$ cat src/rtl/xbus_rd_pkg.sv
package xbus_rd_pkg;

   typedef enum logic [1:0] {
      PH_IDLE   = 2'd0,
      PH_LEAD   = 2'd1,
      PH_ACTIVE = 2'd2,
      PH_TRAIL  = 2'd3
   } rd_phase_e;

endpackage

$ cat src/rtl/xbus_rdy_sync.sv
module xbus_rdy_sync #(
   parameter int STAGES = 2
) (
   input  logic clk,
   input  logic rst_n,
   input  logic rdy_in,
   output logic rdy_out
);

   logic [STAGES-1:0] chain_q;

   generate
      for (genvar s = 0; s < STAGES; s++) begin : g_stage
         if (s == 0) begin : g_first
            always_ff @(posedge clk or negedge rst_n) begin
               if (!rst_n) chain_q[0] <= 1'b0;
               else        chain_q[0] <= rdy_in;
            end
         end else begin : g_next
            always_ff @(posedge clk or negedge rst_n) begin
               if (!rst_n) chain_q[s] <= 1'b0;
               else        chain_q[s] <= chain_q[s-1];
            end
         end
      end
   endgenerate

   assign rdy_out = chain_q[STAGES-1];

endmodule

$ cat src/rtl/xbus_rd_fsm.sv
module xbus_rd_fsm
   import xbus_rd_pkg::*;
#(
   parameter int ZONES  = 4,
   parameter int ZONE_W = 2,
   parameter int CNT_W  = 4
) (
   input  logic                   clk,
   input  logic                   rst_n,
   input  logic                   req_valid,
   input  logic [ZONE_W-1:0]      req_zone,
   input  logic [ZONES*CNT_W-1:0] cfg_lead,
   input  logic [ZONES*CNT_W-1:0] cfg_active,
   input  logic [ZONES*CNT_W-1:0] cfg_trail,
   input  logic [ZONES-1:0]       cfg_rdy_en,
   input  logic [ZONES-1:0]       cfg_rdy_async,
   input  logic                   rdy_direct,
   input  logic                   rdy_synced,
   output rd_phase_e              phase,
   output logic [ZONE_W-1:0]      zone_q,
   output logic                   accept,
   output logic                   capture,
   output logic                   done
);

   localparam logic [CNT_W-1:0] ONE = CNT_W'(1);

   logic [CNT_W-1:0] lead_arr  [ZONES];
   logic [CNT_W-1:0] act_arr   [ZONES];
   logic [CNT_W-1:0] trail_arr [ZONES];

   generate
      for (genvar z = 0; z < ZONES; z++) begin : g_unpack
         assign lead_arr[z]  = cfg_lead[z*CNT_W +: CNT_W];
         assign act_arr[z]   = cfg_active[z*CNT_W +: CNT_W];
         assign trail_arr[z] = cfg_trail[z*CNT_W +: CNT_W];
      end
   endgenerate

   function automatic logic [CNT_W-1:0] at_least_one(input logic [CNT_W-1:0] v);
      return (v == '0) ? ONE : v;
   endfunction

   rd_phase_e        phase_q;
   logic [CNT_W-1:0] cnt_q, lead_q, act_q, trail_q;
   logic             rdy_en_q, async_q, done_q;
   logic             rdy_pick, act_spent;

   assign rdy_pick  = async_q ? rdy_synced : rdy_direct;
   assign act_spent = (cnt_q >= act_q - ONE);
   assign accept    = (phase_q == PH_IDLE) && req_valid;
   assign capture   = (phase_q == PH_ACTIVE) && act_spent && (!rdy_en_q || rdy_pick);

   always_ff @(posedge clk or negedge rst_n) begin
      if (!rst_n) begin
         phase_q  <= PH_IDLE;
         cnt_q    <= '0;
         lead_q   <= ONE;
         act_q    <= ONE;
         trail_q  <= '0;
         rdy_en_q <= 1'b0;
         async_q  <= 1'b0;
         zone_q   <= '0;
         done_q   <= 1'b0;
      end else begin
         done_q <= 1'b0;
         unique case (phase_q)
            PH_IDLE: begin
               if (req_valid) begin
                  phase_q  <= PH_LEAD;
                  cnt_q    <= '0;
                  zone_q   <= req_zone;
                  lead_q   <= at_least_one(lead_arr[req_zone]);
                  act_q    <= at_least_one(act_arr[req_zone]);
                  trail_q  <= trail_arr[req_zone];
                  rdy_en_q <= cfg_rdy_en[req_zone];
                  async_q  <= cfg_rdy_async[req_zone];
               end
            end
            PH_LEAD: begin
               if (cnt_q >= lead_q - ONE) begin
                  phase_q <= PH_ACTIVE;
                  cnt_q   <= '0;
               end else begin
                  cnt_q <= cnt_q + ONE;
               end
            end
            PH_ACTIVE: begin
               if (!act_spent) begin
                  cnt_q <= cnt_q + ONE;
               end else if (capture) begin
                  cnt_q <= '0;
                  if (trail_q == '0) begin
                     phase_q <= PH_IDLE;
                     done_q  <= 1'b1;
                  end else begin
                     phase_q <= PH_TRAIL;
                  end
               end
            end
            PH_TRAIL: begin
               if (cnt_q >= trail_q - ONE) begin
                  phase_q <= PH_IDLE;
                  cnt_q   <= '0;
                  done_q  <= 1'b1;
               end else begin
                  cnt_q <= cnt_q + ONE;
               end
            end
            default: phase_q <= PH_IDLE;
         endcase
      end
   end

   assign phase = phase_q;
   assign done  = done_q;

endmodule

$ cat src/rtl/xbus_rd_dpath.sv
module xbus_rd_dpath
   import xbus_rd_pkg::*;
#(
   parameter int ZONES  = 4,
   parameter int ZONE_W = 2,
   parameter int ADDR_W = 8,
   parameter int DATA_W = 16
) (
   input  logic              clk,
   input  logic              rst_n,
   input  logic              accept,
   input  logic [ADDR_W-1:0] req_addr,
   input  rd_phase_e         phase,
   input  logic [ZONE_W-1:0] zone_q,
   input  logic              capture,
   input  logic [DATA_W-1:0] bus_data_in,
   output logic [ZONES-1:0]  bus_cs_n,
   output logic              bus_rd_n,
   output logic [ADDR_W-1:0] bus_addr,
   output logic [DATA_W-1:0] rd_data
);

   logic [ADDR_W-1:0] addr_q;
   logic [DATA_W-1:0] data_q;
   logic              in_access;

   assign in_access = (phase != PH_IDLE);

   always_ff @(posedge clk or negedge rst_n) begin
      if (!rst_n) begin
         addr_q <= '0;
         data_q <= '0;
      end else begin
         if (accept)  addr_q <= req_addr;
         if (capture) data_q <= bus_data_in;
      end
   end

   generate
      for (genvar z = 0; z < ZONES; z++) begin : g_sel
         assign bus_cs_n[z] = !(in_access && (zone_q == ZONE_W'(z)));
      end
   endgenerate

   assign bus_rd_n = (phase != PH_ACTIVE);
   assign bus_addr = in_access ? addr_q : {addr_q[ADDR_W-1:1], 1'b1};
   assign rd_data  = data_q;

endmodule

$ cat src/rtl/xbus_rd_ctrl.sv
module xbus_rd_ctrl
   import xbus_rd_pkg::*;
#(
   parameter int ZONES       = 4,
   parameter int ADDR_W      = 8,
   parameter int DATA_W      = 16,
   parameter int CNT_W       = 4,
   parameter int SYNC_STAGES = 2,
   localparam int ZONE_W     = (ZONES > 1) ? $clog2(ZONES) : 1
) (
   input  logic                   clk,
   input  logic                   rst_n,
   input  logic                   req_valid,
   input  logic [ZONE_W-1:0]      req_zone,
   input  logic [ADDR_W-1:0]      req_addr,
   input  logic [ZONES*CNT_W-1:0] cfg_lead,
   input  logic [ZONES*CNT_W-1:0] cfg_active,
   input  logic [ZONES*CNT_W-1:0] cfg_trail,
   input  logic [ZONES-1:0]       cfg_rdy_en,
   input  logic [ZONES-1:0]       cfg_rdy_async,
   input  logic                   bus_ready,
   input  logic [DATA_W-1:0]      bus_data_in,
   output logic                   busy,
   output logic                   done,
   output logic [DATA_W-1:0]      rd_data,
   output logic [ZONES-1:0]       bus_cs_n,
   output logic                   bus_rd_n,
   output logic [ADDR_W-1:0]      bus_addr
);

   generate
      if (ZONES < 2)       begin : g_bad_zones $error("ZONES must be at least 2"); end
      if (ADDR_W < 2)      begin : g_bad_addr  $error("ADDR_W must be at least 2"); end
      if (CNT_W < 2)       begin : g_bad_cnt   $error("CNT_W must be at least 2"); end
      if (SYNC_STAGES < 2) begin : g_bad_sync  $error("SYNC_STAGES must be at least 2"); end
   endgenerate

   rd_phase_e         phase;
   logic [ZONE_W-1:0] zone_q;
   logic              accept, capture, rdy_synced;

   xbus_rdy_sync #(.STAGES(SYNC_STAGES)) u_sync (
      .clk     (clk),
      .rst_n   (rst_n),
      .rdy_in  (bus_ready),
      .rdy_out (rdy_synced)
   );

   xbus_rd_fsm #(.ZONES(ZONES), .ZONE_W(ZONE_W), .CNT_W(CNT_W)) u_fsm (
      .clk           (clk),
      .rst_n         (rst_n),
      .req_valid     (req_valid),
      .req_zone      (req_zone),
      .cfg_lead      (cfg_lead),
      .cfg_active    (cfg_active),
      .cfg_trail     (cfg_trail),
      .cfg_rdy_en    (cfg_rdy_en),
      .cfg_rdy_async (cfg_rdy_async),
      .rdy_direct    (bus_ready),
      .rdy_synced    (rdy_synced),
      .phase         (phase),
      .zone_q        (zone_q),
      .accept        (accept),
      .capture       (capture),
      .done          (done)
   );

   xbus_rd_dpath #(.ZONES(ZONES), .ZONE_W(ZONE_W), .ADDR_W(ADDR_W), .DATA_W(DATA_W)) u_dpath (
      .clk         (clk),
      .rst_n       (rst_n),
      .accept      (accept),
      .req_addr    (req_addr),
      .phase       (phase),
      .zone_q      (zone_q),
      .capture     (capture),
      .bus_data_in (bus_data_in),
      .bus_cs_n    (bus_cs_n),
      .bus_rd_n    (bus_rd_n),
      .bus_addr    (bus_addr),
      .rd_data     (rd_data)
   );

   assign busy = (phase != PH_IDLE);

endmodule

$ cat config.mk
export PLATFORM = sky130hd
export DESIGN_NAME = xbus_rd_ctrl
export DESIGN_NICKNAME = d
export VERILOG_FILES = /design/src/rtl/xbus_rd_pkg.sv /design/src/rtl/xbus_rdy_sync.sv /design/src/rtl/xbus_rd_fsm.sv /design/src/rtl/xbus_rd_dpath.sv /design/src/rtl/xbus_rd_ctrl.sv
export SDC_FILE = /design/constraint.sdc
export NUM_CORES = 1
export LEC_CHECK = 0
export ABC_AREA = 1
export ABC_CLOCK_PERIOD_IN_PS = 2800
export BUFFER_PORTS_ARGS = -buffer_cell sky130_fd_sc_hd__buf_2
export CORE_MARGIN = 5
export CORE_UTILIZATION = 50
export CTS_CLUSTER_SIZE = 10
export DETAILED_ROUTE_END_ITERATION = 10
export PLACE_DENSITY_LB_ADDON = 0.08
export SETUP_SLACK_MARGIN = 0.1
export SYNTH_ARGS = -nofsm -noshare
export SYNTH_HDL_FRONTEND = slang
export SYNTH_SLANG_ARGS = --single-unit
$ cat constraint.sdc
create_clock -name clk -period 2.8 [get_ports clk]
set_input_delay 0.7 -clock clk [delete_from_list [all_inputs] [get_ports clk]]
set_output_delay 0.7 -clock clk [all_outputs]
set_load 0.01 [all_outputs]
; After elaboration in Yosys (flattened, before gate mapping)
; Index checks and enable logic that the tools add are counted.
[op_classes]
add_sub_neg = 4
mul = 0
div_mod_pow = 0
magnitude_cmp = 5
n_eq_ne = 13
n_shift = 0
n_mux = 35
n_bitwise = 1
reduce_logical = 22
[ops]
columns = op, count
row1 = 4-bit two-way mux, 13
row2 = 4-bit binary-select mux with 2-bit select, 3
row3 = 4-bit case mux with 4 select lines, 1
row4 = 4-bit >= comparator, 3
row5 = 4-bit logical NOT, 3
row6 = 2-bit two-way mux, 6
row7 = "4-bit by 1-bit subtractor with 4-bit output, second input constant", 3
row8 = "2-bit == test, second input constant", 4
row9 = 1-bit two-way mux, 8
row10 = 2-bit case mux with 4 select lines, 1
row11 = 1-bit logical AND, 7
row12 = "2-bit by 1-bit != test with 1-bit output, second input constant", 3
row13 = "2-bit != test, second input constant", 3
row14 = 1-bit logical NOT, 5
row15 = 5-bit AND reduction, 1
row16 = "4-bit by 1-bit adder with 4-bit output, second input constant", 1
row17 = 1-bit binary-select mux with 2-bit select, 2
row18 = "2-bit by 1-bit == test with 1-bit output, second input constant", 2
row19 = 2-bit logical NOT, 2
row20 = 2-bit AND reduction, 2
row21 = "3-bit >= comparator, second input constant", 1
row22 = "2-bit by 3-bit less-than comparator with 1-bit output, second input constant", 1
row23 = "3-bit != test, second input constant", 1
row24 = 2-bit NOT with 3-bit output, 1
row25 = 3 further kinds, 3
[word_totals]
register_bits = 49
latchBits = 0
mem_bits_rw = 0
mem_bits_ro = 0
in_bits = 86
out_inout_bits = 31
wordCells = 93
mem_count = 0

; Logic depth before layout (Yosys ltp)
; Gate-level depths: netlist of the first run.
[logic_depth]
depth_word = 7
depth_mapped = 14
ltp_nobuf = 14

; Hierarchy
; Synthesis of the first run repeated with hierarchy kept, for this count alone.
[hier_totals]
hier_cells = 404
area_unflattened_um2 = 3035.4
[modules_own_cells]
columns = mod, instances, cells_each, area_per_inst_um2, seq_area_each_um2
row1 = xbus_rd_fsm, 1, 273, 1914.3, 578.1
row2 = xbus_rd_dpath, 1, 126, 1059.8, 600.6
row3 = xbus_rdy_sync, 1, 2, 50.0, 50.0
row4 = xbus_rd_ctrl, 1, 3, 11.3, 0.0

; Worst setup path before layout of the first run
; No wires, ideal clock.
[synth_path]
path_type = register to register
from = register u_fsm.act_q[0]
to = register u_fsm.phase_q[1], in the netlist u_fsm.phase[1]
setup_ns = 0.117
arrival_time_ns = 1.836
setup_slack_ns = 0.847
path_stages_with_launch = 15
cell_sequence = dfstp_2 -> inv_1 -> ha_1 -> xnor2_1 -> ha_1 -> nand2_1 -> inv_1 -> nand2_1 -> nand3_2 -> nand3_1 -> nand2_2 -> inv_1 -> nand2_1 -> nand2_1 -> nand2_1
[synth_via]
elab_chain_len = 6
[synth_rtl]
columns = element, line
row1 = "start, declared", xbus_rd_fsm.sv:45  ; logic [CNT_W-1:0] cnt_q, lead_q, act_q, trail_q;
row2 = "start signal, assigned", xbus_rd_fsm.sv:74  ; act_q <= at_least_one(act_arr[req_zone]);
row3 = 4-bit by 1-bit subtractor with 4-bit output (*), xbus_rd_fsm.sv:50  ; assign act_spent = (cnt_q >= act_q - ONE);
row4 = 4-bit >= comparator (*), xbus_rd_fsm.sv:50
row5 = 1-bit logical AND (2 in series), xbus_rd_fsm.sv:52  ; assign capture = (phase_q == PH_ACTIVE) && act_spent && (!rdy_en_q || rdy_pick);
row6 = 2-bit != test (no source line), n/a
row7 = 5-bit AND reduction (no source line) (*), n/a
row8 = "end signal, assigned", xbus_rd_fsm.sv:56  ; phase_q <= PH_IDLE;
row9 = "end signal, assigned", xbus_rd_fsm.sv:70  ; phase_q <= PH_LEAD;
row10 = "end signal, assigned", xbus_rd_fsm.sv:82  ; phase_q <= PH_ACTIVE;
row11 = "end, declared", xbus_rd_fsm.sv:44  ; rd_phase_e phase_q;
; Every way passes the cells marked *; elsewhere a longest branch is shown, timed or not.
; A chain may end at the register's enable or synchronous reset.

; Final worst setup path of the first run
[layout_path]
from = register u_fsm.act_q[0]
to = register u_dpath.data_q[5], in the netlist u_dpath.rd_data[5]
[layout_via]
elab_chain_len = 4
[layout_rtl]
columns = element, line
row1 = 4-bit by 1-bit subtractor with 4-bit output, xbus_rd_fsm.sv:50
row2 = 4-bit >= comparator, xbus_rd_fsm.sv:50
row3 = 1-bit logical AND (2 in series), xbus_rd_fsm.sv:52
row4 = "end signal, assigned", xbus_rd_dpath.sv:35  ; if (capture) data_q <= bus_data_in;
row5 = "end, declared", xbus_rd_dpath.sv:24  ; logic [DATA_W-1:0] data_q;
; Every way passes these cells.

==> results of run 1 <==
[logic make-up after synthesis]
family          Yosys count
xor+xnor                  8
fa+ha+maj                16
compound gates           81
buf+inv                  77
flops                    49
simple gates            158
[layer usage]
metal,part of all wire,track usage,up-vias
met5,0,0,-
met4,0.0069,0.03709,0
met3,0.079,0.04935,4
met2,0.48,0.3117,86
met1,0.44,0.2375,1238
li1,-,-,1454
[cells in the mapped netlist, drive strengths merged]
cell type | number | area (um2)
nand2 | 94 | 357.8
inv | 56 | 212.7
o21ai | 56 | 340.3
dfrtp | 47 | 1176
nor2 | 35 | 177.7
buf | 19 | 145.1
nand3 | 18 | 95.09
ha | 16 | 200.2
o22ai | 8 | 50.05
a21oi | 7 | 35.03
nor3 | 5 | 25.02
xnor2 | 4 | 35.03
xor2 | 4 | 35.03
a32o | 3 | 30.03
nand3b | 3 | 35.03
clkbuf | 2 | 7.510
dfstp | 2 | 52.55
nand4 | 2 | 12.51
o221ai | 2 | 23.77
a211oi | 1 | 7.510
a21o | 1 | 7.510
a31oi | 1 | 6.260
o21a | 1 | 7.510
o22a | 1 | 8.760
or2 | 1 | 6.260
[critical path: stages, from the launching register on]
cell,delay (ps)
dfstp_2,540
inv_1,70
ha_1,210
xnor2_1,120
ha_1,290
nand2_1,60
inv_1,50
nand2_1,50
nand3_2,140
nand3b_4,360
nand2_1,190
o21ai_2,70
[through the flow]
stage,setup WS [ps],instance area [um2]
finish,539.0,3715
global route,340.0,3715
CTS,519.7,3715
detailed placement,533.3,3627
global placement,598.1,3627
floorplan,847.3,3090
[report_power, final]
part / total (uW) / internal (uW) / switching (uW)
Combinational: 1980 / 798 / 1180
Clock: 410 / 176 / 234
Sequential: 1220 / 1020 / 202
Total: 3610 / 2000 / 1620
[area by class of cell]
type | instances | share of cell area
multi-input cells | 263 | 0.4028
flip-flops and latches | 49 | 0.3308
repair buffers | 118 | 0.1603
inverters | 56 | 0.05726
well taps | 75 | 0.02526
clock buffers | 6 | 0.01954
clock inverters | 2 | 0.004042
[worst min-delay path by stage]
stage	end	slack (ps)
3_5_place_dp	u_sync.rdy_out	340
5_1_grt	u_sync.rdy_out	380
3_3_place_gp	u_sync.rdy_out	340
2_1_floorplan	u_sync.rdy_out	330
6_report	u_sync.rdy_out	360
4_1_cts	u_sync.rdy_out	360
[registers in the layout, summed over array words and instances, names as in the netlist]
name and cells:
u_sync.chain_q 1, u_sync.rdy_out 1, u_fsm.async_q 1, u_fsm.act_q 4, u_fsm.zone_q 2, u_fsm.rdy_en_q 1
u_fsm.phase 2, u_dpath.rd_data 16, u_dpath.addr_q 8, u_fsm.trail_q 4, u_fsm.lead_q 4, u_fsm.cnt_q 4
u_fsm.done 1
==> results.sh, run 1 <==
export IMPL_status="completed"
export IMPL_numPortBuffers=116
export IMPL_cts_tree="done"
export IMPL_io_pins=117
export IMPL_r2r_end="u_dpath.rd_data[5]"
export IMPL_cts_resized=0
export IMPL_slew_headroom=0.5991
export IMPL_synth_cells=389
export IMPL_final_common_cell="buf_2"
export IMPL_nNetsFinal=595
export IMPL_grt_pass1_vias=2680
export IMPL_required_ps=2980
export IMPL_power_leakage_uw=0.002090
export IMPL_hold_path_class="reg2reg"
export IMPL_synth_area_mm2=0.003090
export IMPL_synth_adder_area_share=0.06478
export IMPL_endpoint="u_dpath.rd_data[5]"
export IMPL_coreArea_mm2=0.005956
export IMPL_ys_ff_latch=49
export IMPL_die_h_um=88.62
export IMPL_worst_r2r_startpoint="u_fsm.act_q[0]"
export IMPL_dp_cells=561
export IMPL_cts_max_path_buffers=2
export IMPL_final_setup_skew_ps=7.339
export IMPL_antenna_found_initial=0
export IMPL_postCtsSetupRepairBufs=0
export IMPL_overflow=0
export IMPL_holdPathStages=0
export IMPL_synth_distinct_cells=37
export IMPL_grt_usage=0.1841
export IMPL_rsz0062_at_grt="no"
export IMPL_worst_setup_path_type="reg2reg"
export IMPL_yosys_warnings=0
export IMPL_synth_nets=491
export IMPL_die_area_mm2=0.007854
export IMPL_route_vias_total=2782
export IMPL_cts_buffers=5
export IMPL_row_count=28
export IMPL_period_needed_ps=2261
export IMPL_insertion_delay_ps=300
export IMPL_hold_viol_final=0
export IMPL_reg2reg_depth=11
export IMPL_synth_xor_area_frac=0.02267
export IMPL_wire_per_inst_um=12.47
export IMPL_worst_slew_pin_slew_ps=601.3
export IMPL_antenna_left=0
export IMPL_instances_no_fill=569
export IMPL_min_from="u_sync.chain_q[0]"
export IMPL_clkTransAtPathRegs_ps=90
export IMPL_vias_per_cell=4.889
export IMPL_synth_top_family_by_area="simple AND/OR/NAND/NOR gates"
export IMPL_regArea_mm2=0.001229
export IMPL_cp_start_kind="flop"
export IMPL_initial_core_util=0.5189
export IMPL_finalMaxSlewViolations=0
export IMPL_power_density_mw_per_mm2=972.6
export IMPL_whs_ps=357.1
export IMPL_ys_seq_area_frac=0.3976
export IMPL_max_freq_mhz=442.3
export IMPL_fin_util=0.6237
export IMPL_cap_violations=0
export IMPL_ir_worst_vdd_mv=0.4253
export IMPL_place_gp_congestion=0.8443
export IMPL_drtIter0Drc=92
export IMPL_layout_drive_gt1_share=0.3198
export IMPL_place_hpwl_mm=5.675
export IMPL_fillers=570
export IMPL_synth_area_mux_share=0
export IMPL_synth_compound_area_frac=0.1672
export IMPL_multi_input_area_mm2=0.001496
export IMPL_final_cell_mix="buf_2, nand2_1, inv_1"
export IMPL_grt_pass1_wl_mm=11.56
export IMPL_end_kind="flop"
export IMPL_worstPathMaxFanout=33
export IMPL_cts_sinks=49
export IMPL_dr_pass1_iters=4
export IMPL_setup_viol=0
export IMPL_fin_crit_sh=0.8075
export IMPL_antenna_cells=0
export IMPL_area_delta_synth_final_pct=20.20
export IMPL_postSynthAreaPerCell_um2=7.945
export IMPL_power_total_uw=3613
export IMPL_fin_setup_tns_ps=0
export IMPL_die_w_um=88.62
export IMPL_ff2ff_setup_slack_ps=540
export IMPL_routed_wl_mm=7.097
export IMPL_grt_max_degree=50
export IMPL_synth_simple_area_share=0.2296
export IMPL_drcViolationCount=0
export IMPL_cts_hold_buffers=0
export IMPL_arrival_ps=2440
export IMPL_cts_root_buf="clkbuf_8"
export IMPL_htree_levels=2
export IMPL_critical_path_startpoint="u_fsm.act_q[0]"
(Power assumes the default switching activity.)
==> inputs of run 2 (changes only) <==
Settings changed: ABC_AREA 1 to 0, ABC_CLOCK_PERIOD_IN_PS 2800 to 2100, CORE_UTILIZATION 50 to 48.
Clock period 2.8 ns to 2.1 ns, I/O delays scaled along.
==> run 2 against run 1 <==
- the flow now finishes with violations (negative setup slack)
- worst setup slack lost 690 ps
- via count decreased by 22%
- clock-buffer cell count down 1
- synthesized area is 9.1% lower
- global-route usage down 0.74 points
- clock power increased by 66%
- sequential power up 42%
- synthesized cell count decreased by 44%
- largest power group unchanged
==> results.sh, run 2 <==
export IMPL_setup_viol=23
export IMPL_antenna_found_initial=0
export IMPL_vias_per_cell=5.197
export IMPL_cp_slowest_cell="dfstp_2"
export IMPL_power_density_mw_per_mm2=1518
export IMPL_yosys_warnings=0
export IMPL_rsz0062_at_grt="yes"
export IMPL_synth_cells=216
export IMPL_htree_levels=2
export IMPL_ys_flop_type="dfrtp_1"
export IMPL_final_common_cell="buf_2"
export IMPL_antenna_left=0
export IMPL_max_stage_delay_ps=560
export IMPL_overflow=0
export IMPL_arrival_ps=2440
export IMPL_io_pins=117
export IMPL_period_needed_ps=2252
export IMPL_nNetsFinal=446
export IMPL_largest_reg_flops=16
export IMPL_setup_slack_ps=-152.5
export IMPL_grt_usage=0.1767
export IMPL_cap_violations=0
export IMPL_crit_chain="inv_4 -> ha_4 -> xnor2_2 -> ha_4 -> o21a_1 -> nor2_4 -> nor4_4 -> buf_12 -> mux2_2"
export IMPL_cts_sinks=49
export IMPL_hold_path_class="in2async"
export IMPL_max_freq_mhz=444.0
export IMPL_die_h_um=86.52
export IMPL_cp_start_kind="flop"
export IMPL_fin_crit_sh=1.073
export IMPL_synth_area_leaders="dfrtp_1, mux4_2, mux2_2"
export IMPL_die_w_um=86.52
export IMPL_power_total_uw=5753
export IMPL_ir_worst_vdd_mv=0.6528
export IMPL_synth_top_cell_by_area="dfrtp_1"
export IMPL_drcViolationCount=0
export IMPL_postSynthAreaPerCell_um2=13.01
export IMPL_insertion_delay_ps=300
export IMPL_cts_tree="done"
export IMPL_synthArstFlopShare=1.000
export IMPL_routed_wl_mm=6.467
export IMPL_place_gp_congestion=0.7842
export IMPL_slew_headroom=0.5935
export IMPL_required_ps=2290
export IMPL_finalMaxSlewViolations=0
export IMPL_power_net_switching_uw=2152
export IMPL_hold_viol_final=0
export IMPL_drtIter0Drc=37
export IMPL_numPortBuffers=116
export IMPL_final_cell_mix="buf_2, dfrtp_1, mux2_2"
export IMPL_initial_core_util=0.5011
export IMPL_path_common_cell="ha_4"
export IMPL_final_setup_skew_ps=5.520
export IMPL_worst_slew_pin_slew_ps=609.7
export IMPL_cts_hold_buffers=0
export IMPL_synth_nets=318
export IMPL_synth_top_cell_area_share=0.4185
export IMPL_layout_drive_gt1_share=0.6145
export IMPL_cts_root_buf="clkbuf_8"
export IMPL_synth_distinct_cells=38
export IMPL_coreArea_mm2=0.005608
export IMPL_end_kind="flop"
export IMPL_die_area_mm2=0.007485
export IMPL_dr_pass1_iters=4
export IMPL_synth_edff_count=0
export IMPL_synth_most_common_cell="dfrtp_1"
export IMPL_place_hpwl_mm=5.065
export IMPL_power_leakage_uw=0.001791
export IMPL_clkTransAtPathRegs_ps=90
export IMPL_pre_cts_slack_ps=-135.6
export IMPL_intPower_uw=3601
export IMPL_cts_max_path_buffers=2
export IMPL_synth_area_mm2=0.002810
export IMPL_grt_pass1_wl_mm=10.61
export IMPL_worst_setup_path_type="reg2reg"
export IMPL_area_delta_synth_final_pct=34.82
export IMPL_seq_power_share=0.301
export IMPL_cts_buffers=5
export IMPL_row_count=27
export IMPL_ys_seq_area_frac=0.4372
export IMPL_p_sw_frac=0.3741
export IMPL_status="finished, violations left"
export IMPL_route_vias_total=2167
export IMPL_grt_max_degree=50
export IMPL_p_comb_frac=0.580
export IMPL_grt_pass1_vias=2311
export IMPL_worstPathMaxFanout=17
export IMPL_synthTopCellsByCount="dfrtp_1, mux2_2, ha_1, mux4_2, inv_1"
export IMPL_antenna_cells=0
export IMPL_wire_per_inst_um=15.51
export IMPL_violations="negative setup slack"
export IMPL_ys_ff_latch=49
export IMPL_clkPwrFrac=0.119
run 2: cell count changes after synthesis, moves of 16 or more:
cell     before  now
o21ai_0      38   10
nand2_1      92    7
o21ai_2      16    0
inv_1        52   12
mux2_2        0   24
nor2_1       30    7
run 2: critical path: cells and delay by family (launching register included):
kind,cells,cell delay (ps)
DFF,1,560
adders and majority gates,2,410
muxes,1,350
buffers and inverters,2,260
and+or+nand+nor,2,250
AOI/OAI and AO/OA,1,160
xor gates and xnor gates,1,140
run 2: power groups by stage:
stage / combinational [uW] / sequential, uW / clock (uW)
final: 3340 / 1730 / 682
after global routing: 3660 / 1810 / 745
after CTS: 3100 / 1730 / 703
after detailed placement: 3020 / 1740 / 0
after global placement: 2940 / 1730 / 0
after floorplan: 2020 / 1770 / 0
run 2: final cells by class:
type,count,area (um2)
clock inverters,3,43.79
repair buffers,136,768.2
well taps,72,90.09
multi-input cells,140,1541
clock buffers,5,68.82
flip-flops and latches,49,1229
fillers,446,1819
inverters,12,47.55
run 2: final timing paths:
kind,from,end,cells after the start,slack (ps)
worst max-delay path,u_fsm.act_q[0],u_dpath.rd_data[1],9,-150
worst min-delay path,rst_n,u_dpath.rd_data[0],2,320
worst max register to register,u_fsm.act_q[0],u_dpath.rd_data[1],9,-150
worst min register to register,u_sync.chain_q[0],u_sync.rdy_out,0,360
max in group asynchronous,rst_n,u_sync.chain_q[0],2,1380
min in group clk,bus_ready,u_sync.chain_q[0],1,350
run 2: cell families after synthesis:
logic type	count (synthesis)	share of synthesized area
buffers and inverters	27	0.05164
DFF	49	0.4372
muxes	49	0.2654
adders and majority gates	16	0.07124
and+or+nand+nor	39	0.07925
AOI/OAI and AO/OA	30	0.07659
xor gates and xnor gates	6	0.01870
run 2: through the flow:
step	util	hold slack, ps	area (um2)	setup TNS, ps	cells
after CTS	0.6613	330.3	3709	-2465	415
after global routing	0.6756	327.8	3789	-4672	417
after floorplan	-	229.4	2840	-2219	216
after detailed placement	0.6377	355.0	3576	-2291	406
final	0.6756	320.6	3789	-2801	417
after global placement	0.6377	333.0	3576	-1648	406
run 2: repair_timing:
action / CTS / global route
hold endpoints to repair: 0 / 0
gates resized for setup: 2 / 14
pin swaps: 3 / 11
buffers inserted: 1 / 2
setup endpoints to repair: 23 / 27
run 2: routing by layer:
metal	up-vias	global-route usage	part of all wire
met2	88	0.2886	0.48
met5	-	0	0
met1	1018	0.2268	0.42
met3	12	0.05418	0.088
li1	1049	-	-
met4	0	0.05099	0.013
==> inputs of run 3 (changes only) <==
Settings changed: ABC_AREA 0 to 1, CORE_UTILIZATION 48 to 50.
==> run 3 against run 2 <==
- the flow now finishes without violations
- largest cell class unchanged
- global-route usage grew 1.9 points
- register-to-register slack gained 200 ps
- critical endpoint is now u_fsm.phase[1]
- final cell count grew 38%
==> results.sh, run 3 (synthesis results as in run 1) <==
export IMPL_status="completed"
export IMPL_slew_headroom=0.6863
export IMPL_path_common_cell="nand2_1"
export IMPL_worst_setup_path_type="reg2reg"
export IMPL_cts_tree="done"
export IMPL_wl_met2_mm=3.563
export IMPL_max_stage_delay_ps=540
export IMPL_drcViolationCount=0
export IMPL_layout_drive_gt1_share=0.3805
export IMPL_final_common_cell="buf_2"
export IMPL_cts_hold_buffers=0
export IMPL_grt_usage=0.1958
export IMPL_die_w_um=88.62
export IMPL_wire_per_inst_um=12.89
export IMPL_die_area_mm2=0.007854
export IMPL_wl_met1_mm=3.232
export IMPL_end_kind="flop"
export IMPL_nNetsFinal=603
export IMPL_cts_buffers=5
export IMPL_drtIter0Drc=68
export IMPL_cap_violations=0
export IMPL_numPortBuffers=116
export IMPL_cts_max_path_buffers=2
export IMPL_antenna_cells=0
export IMPL_overflow=0
export IMPL_initial_core_util=0.5189
export IMPL_dr_pass1_iters=4
export IMPL_max_freq_mhz=487.3
export IMPL_worstPathMaxFanout=4
export IMPL_arrival_ps=2250
export IMPL_worst_slew_pin_slew_ps=466.9
export IMPL_power_leakage_uw=0.002175
export IMPL_vias_per_cell=5.043
export IMPL_grt_max_degree=50
export IMPL_power_density_mw_per_mm2=1349
export IMPL_fillers=518
export IMPL_place_hpwl_mm=5.717
export IMPL_fin_crit_sh=0.9773
export IMPL_fin_util=0.6576
export IMPL_required_ps=2300
export IMPL_cp_start_kind="flop"
export IMPL_finalMaxSlewViolations=0
export IMPL_cp_slowest_cell="dfstp_2"
export IMPL_antenna_found_initial=0
export IMPL_crit_chain="inv_2 -> ha_4 -> xnor2_2 -> ha_1 -> nand2_2 -> inv_2 -> nand2_2 -> nand3_4 -> buf_6 -> nor2_4 -> nor2_4 -> nand2_1 -> nand2_1 -> nand2_1"
export IMPL_clkTransAtPathRegs_ps=90
export IMPL_ir_worst_vdd_mv=0.6851
export IMPL_route_vias_total=2910
export IMPL_largest_reg_flops=16
export IMPL_hold_viol_final=0
export IMPL_die_h_um=88.62
export IMPL_regArea_mm2=0.001229
export IMPL_final_cell_mix="buf_2, nand2_1, inv_1"
export IMPL_multi_input_area_mm2=0.001580
export IMPL_area_delta_synth_final_pct=26.72
export IMPL_highest_layer="met4"
export IMPL_grt_pass1_wl_mm=12.23
export IMPL_route_met3_wl_um=554
export IMPL_cts_sinks=49
export IMPL_io_pins=117
export IMPL_rsz0062_at_grt="yes"
export IMPL_antenna_left=0
export IMPL_fin_setup_tns_ps=0
export IMPL_grt_pass1_vias=2813
export IMPL_coreArea_mm2=0.005956
export IMPL_cts_root_buf="clkbuf_8"
export IMPL_period_needed_ps=2052
export IMPL_row_count=28
export IMPL_final_setup_skew_ps=3.232
export IMPL_setup_viol=0
export IMPL_hold_path_class="in2async"
export IMPL_insertion_delay_ps=300
export IMPL_htree_levels=2
export IMPL_routed_wl_mm=7.440
export IMPL_place_gp_congestion=0.8340
## run 3: cell types whose count changed in the layout (fill, tap and decap cells not counted), moves of 10 or more
| cell | previous run | this run |
|---|---|---|
| inv_1 | 11 | 49 |
| nand2_1 | 7 | 75 |
| nor2_1 | 4 | 30 |
| o21ai_0 | 8 | 37 |
| mux2_4 | 10 | 0 |
| mux2_2 | 24 | 0 |
| buf_4 | 17 | 5 |
| mux4_2 | 14 | 0 |
| nand3_1 | 3 | 15 |
| o21ai_2 | 0 | 16 |
| nand2_2 | 0 | 19 |
## run 3: critical path, delay by kind of cell, from the launching register on
kind                     cells  cell delay (ps)
AND/OR/NAND/NOR              8              590
flip-flops                   1              540
adder cells (fa/ha/maj)      2              470
buffers and inverters        3              240
XOR/XNOR                     1              120
## run 3: what timing repair did
item	in CTS	in global routing
setup endpoints to repair	19	22
cloned	0	1
buffers inserted	1	2
gates resized for setup	8	21
pin swaps	10	6
## run 3: power breakdown
part	internal, uW	switching (uW)	leakage, uW
logic	1330	1750	0.00152
registers	1360	290	0.000610
clock network	238	315	0.0000456
## run 3: layer usage
layer | GRT usage | vias to the layer above
met5 | 0 | -
met1 | 0.2582 | 1325
met4 | 0.05495 | 0
met3 | 0.05400 | 10
met2 | 0.3165 | 102
li1 | - | 1473
## run 3: cell type report
class / instances / share of cell area
Timing Repair Buffer: 126 / 0.1824
Multi-Input combinational cell: 263 / 0.4035
Sequential cell: 49 / 0.3137
Clock buffer: 6 / 0.01853
Tap cell: 75 / 0.02396
Clock inverter: 2 / 0.003514
Inverter: 56 / 0.05431
## run 3: path summary, 6_finish.rpt
path | from | end | slack [ps] | depth (start not counted)
worst max-delay path | u_fsm.act_q[0] | u_fsm.phase[1] | 50 | 14
min in group clk | bus_ready | u_sync.chain_q[0] | 340 | 1
worst min register to register | u_sync.chain_q[0] | u_sync.rdy_out | 360 | 0
max in group asynchronous | rst_n | u_fsm.lead_q[0] | 1620 | 2
worst max register to register | u_fsm.act_q[0] | u_fsm.phase[1] | 50 | 14
worst min-delay path | rst_n | u_fsm.cnt_q[3] | 190 | 2
## run 3: through the flow
step	power, uW	std cells	cell area (um2)	setup WS (ps)	hold slack, ps
6_report	5282	577	3916	47.74	188.8
3_3_place_gp	4328	565	3695	111.8	334.7
4_1_cts	5107	574	3822	81.54	201.2
2_1_floorplan	3702	389	3090	147.3	229.4
5_1_grt	5800	577	3916	-68.30	217.7
3_5_place_dp	4438	565	3695	35.33	341.3
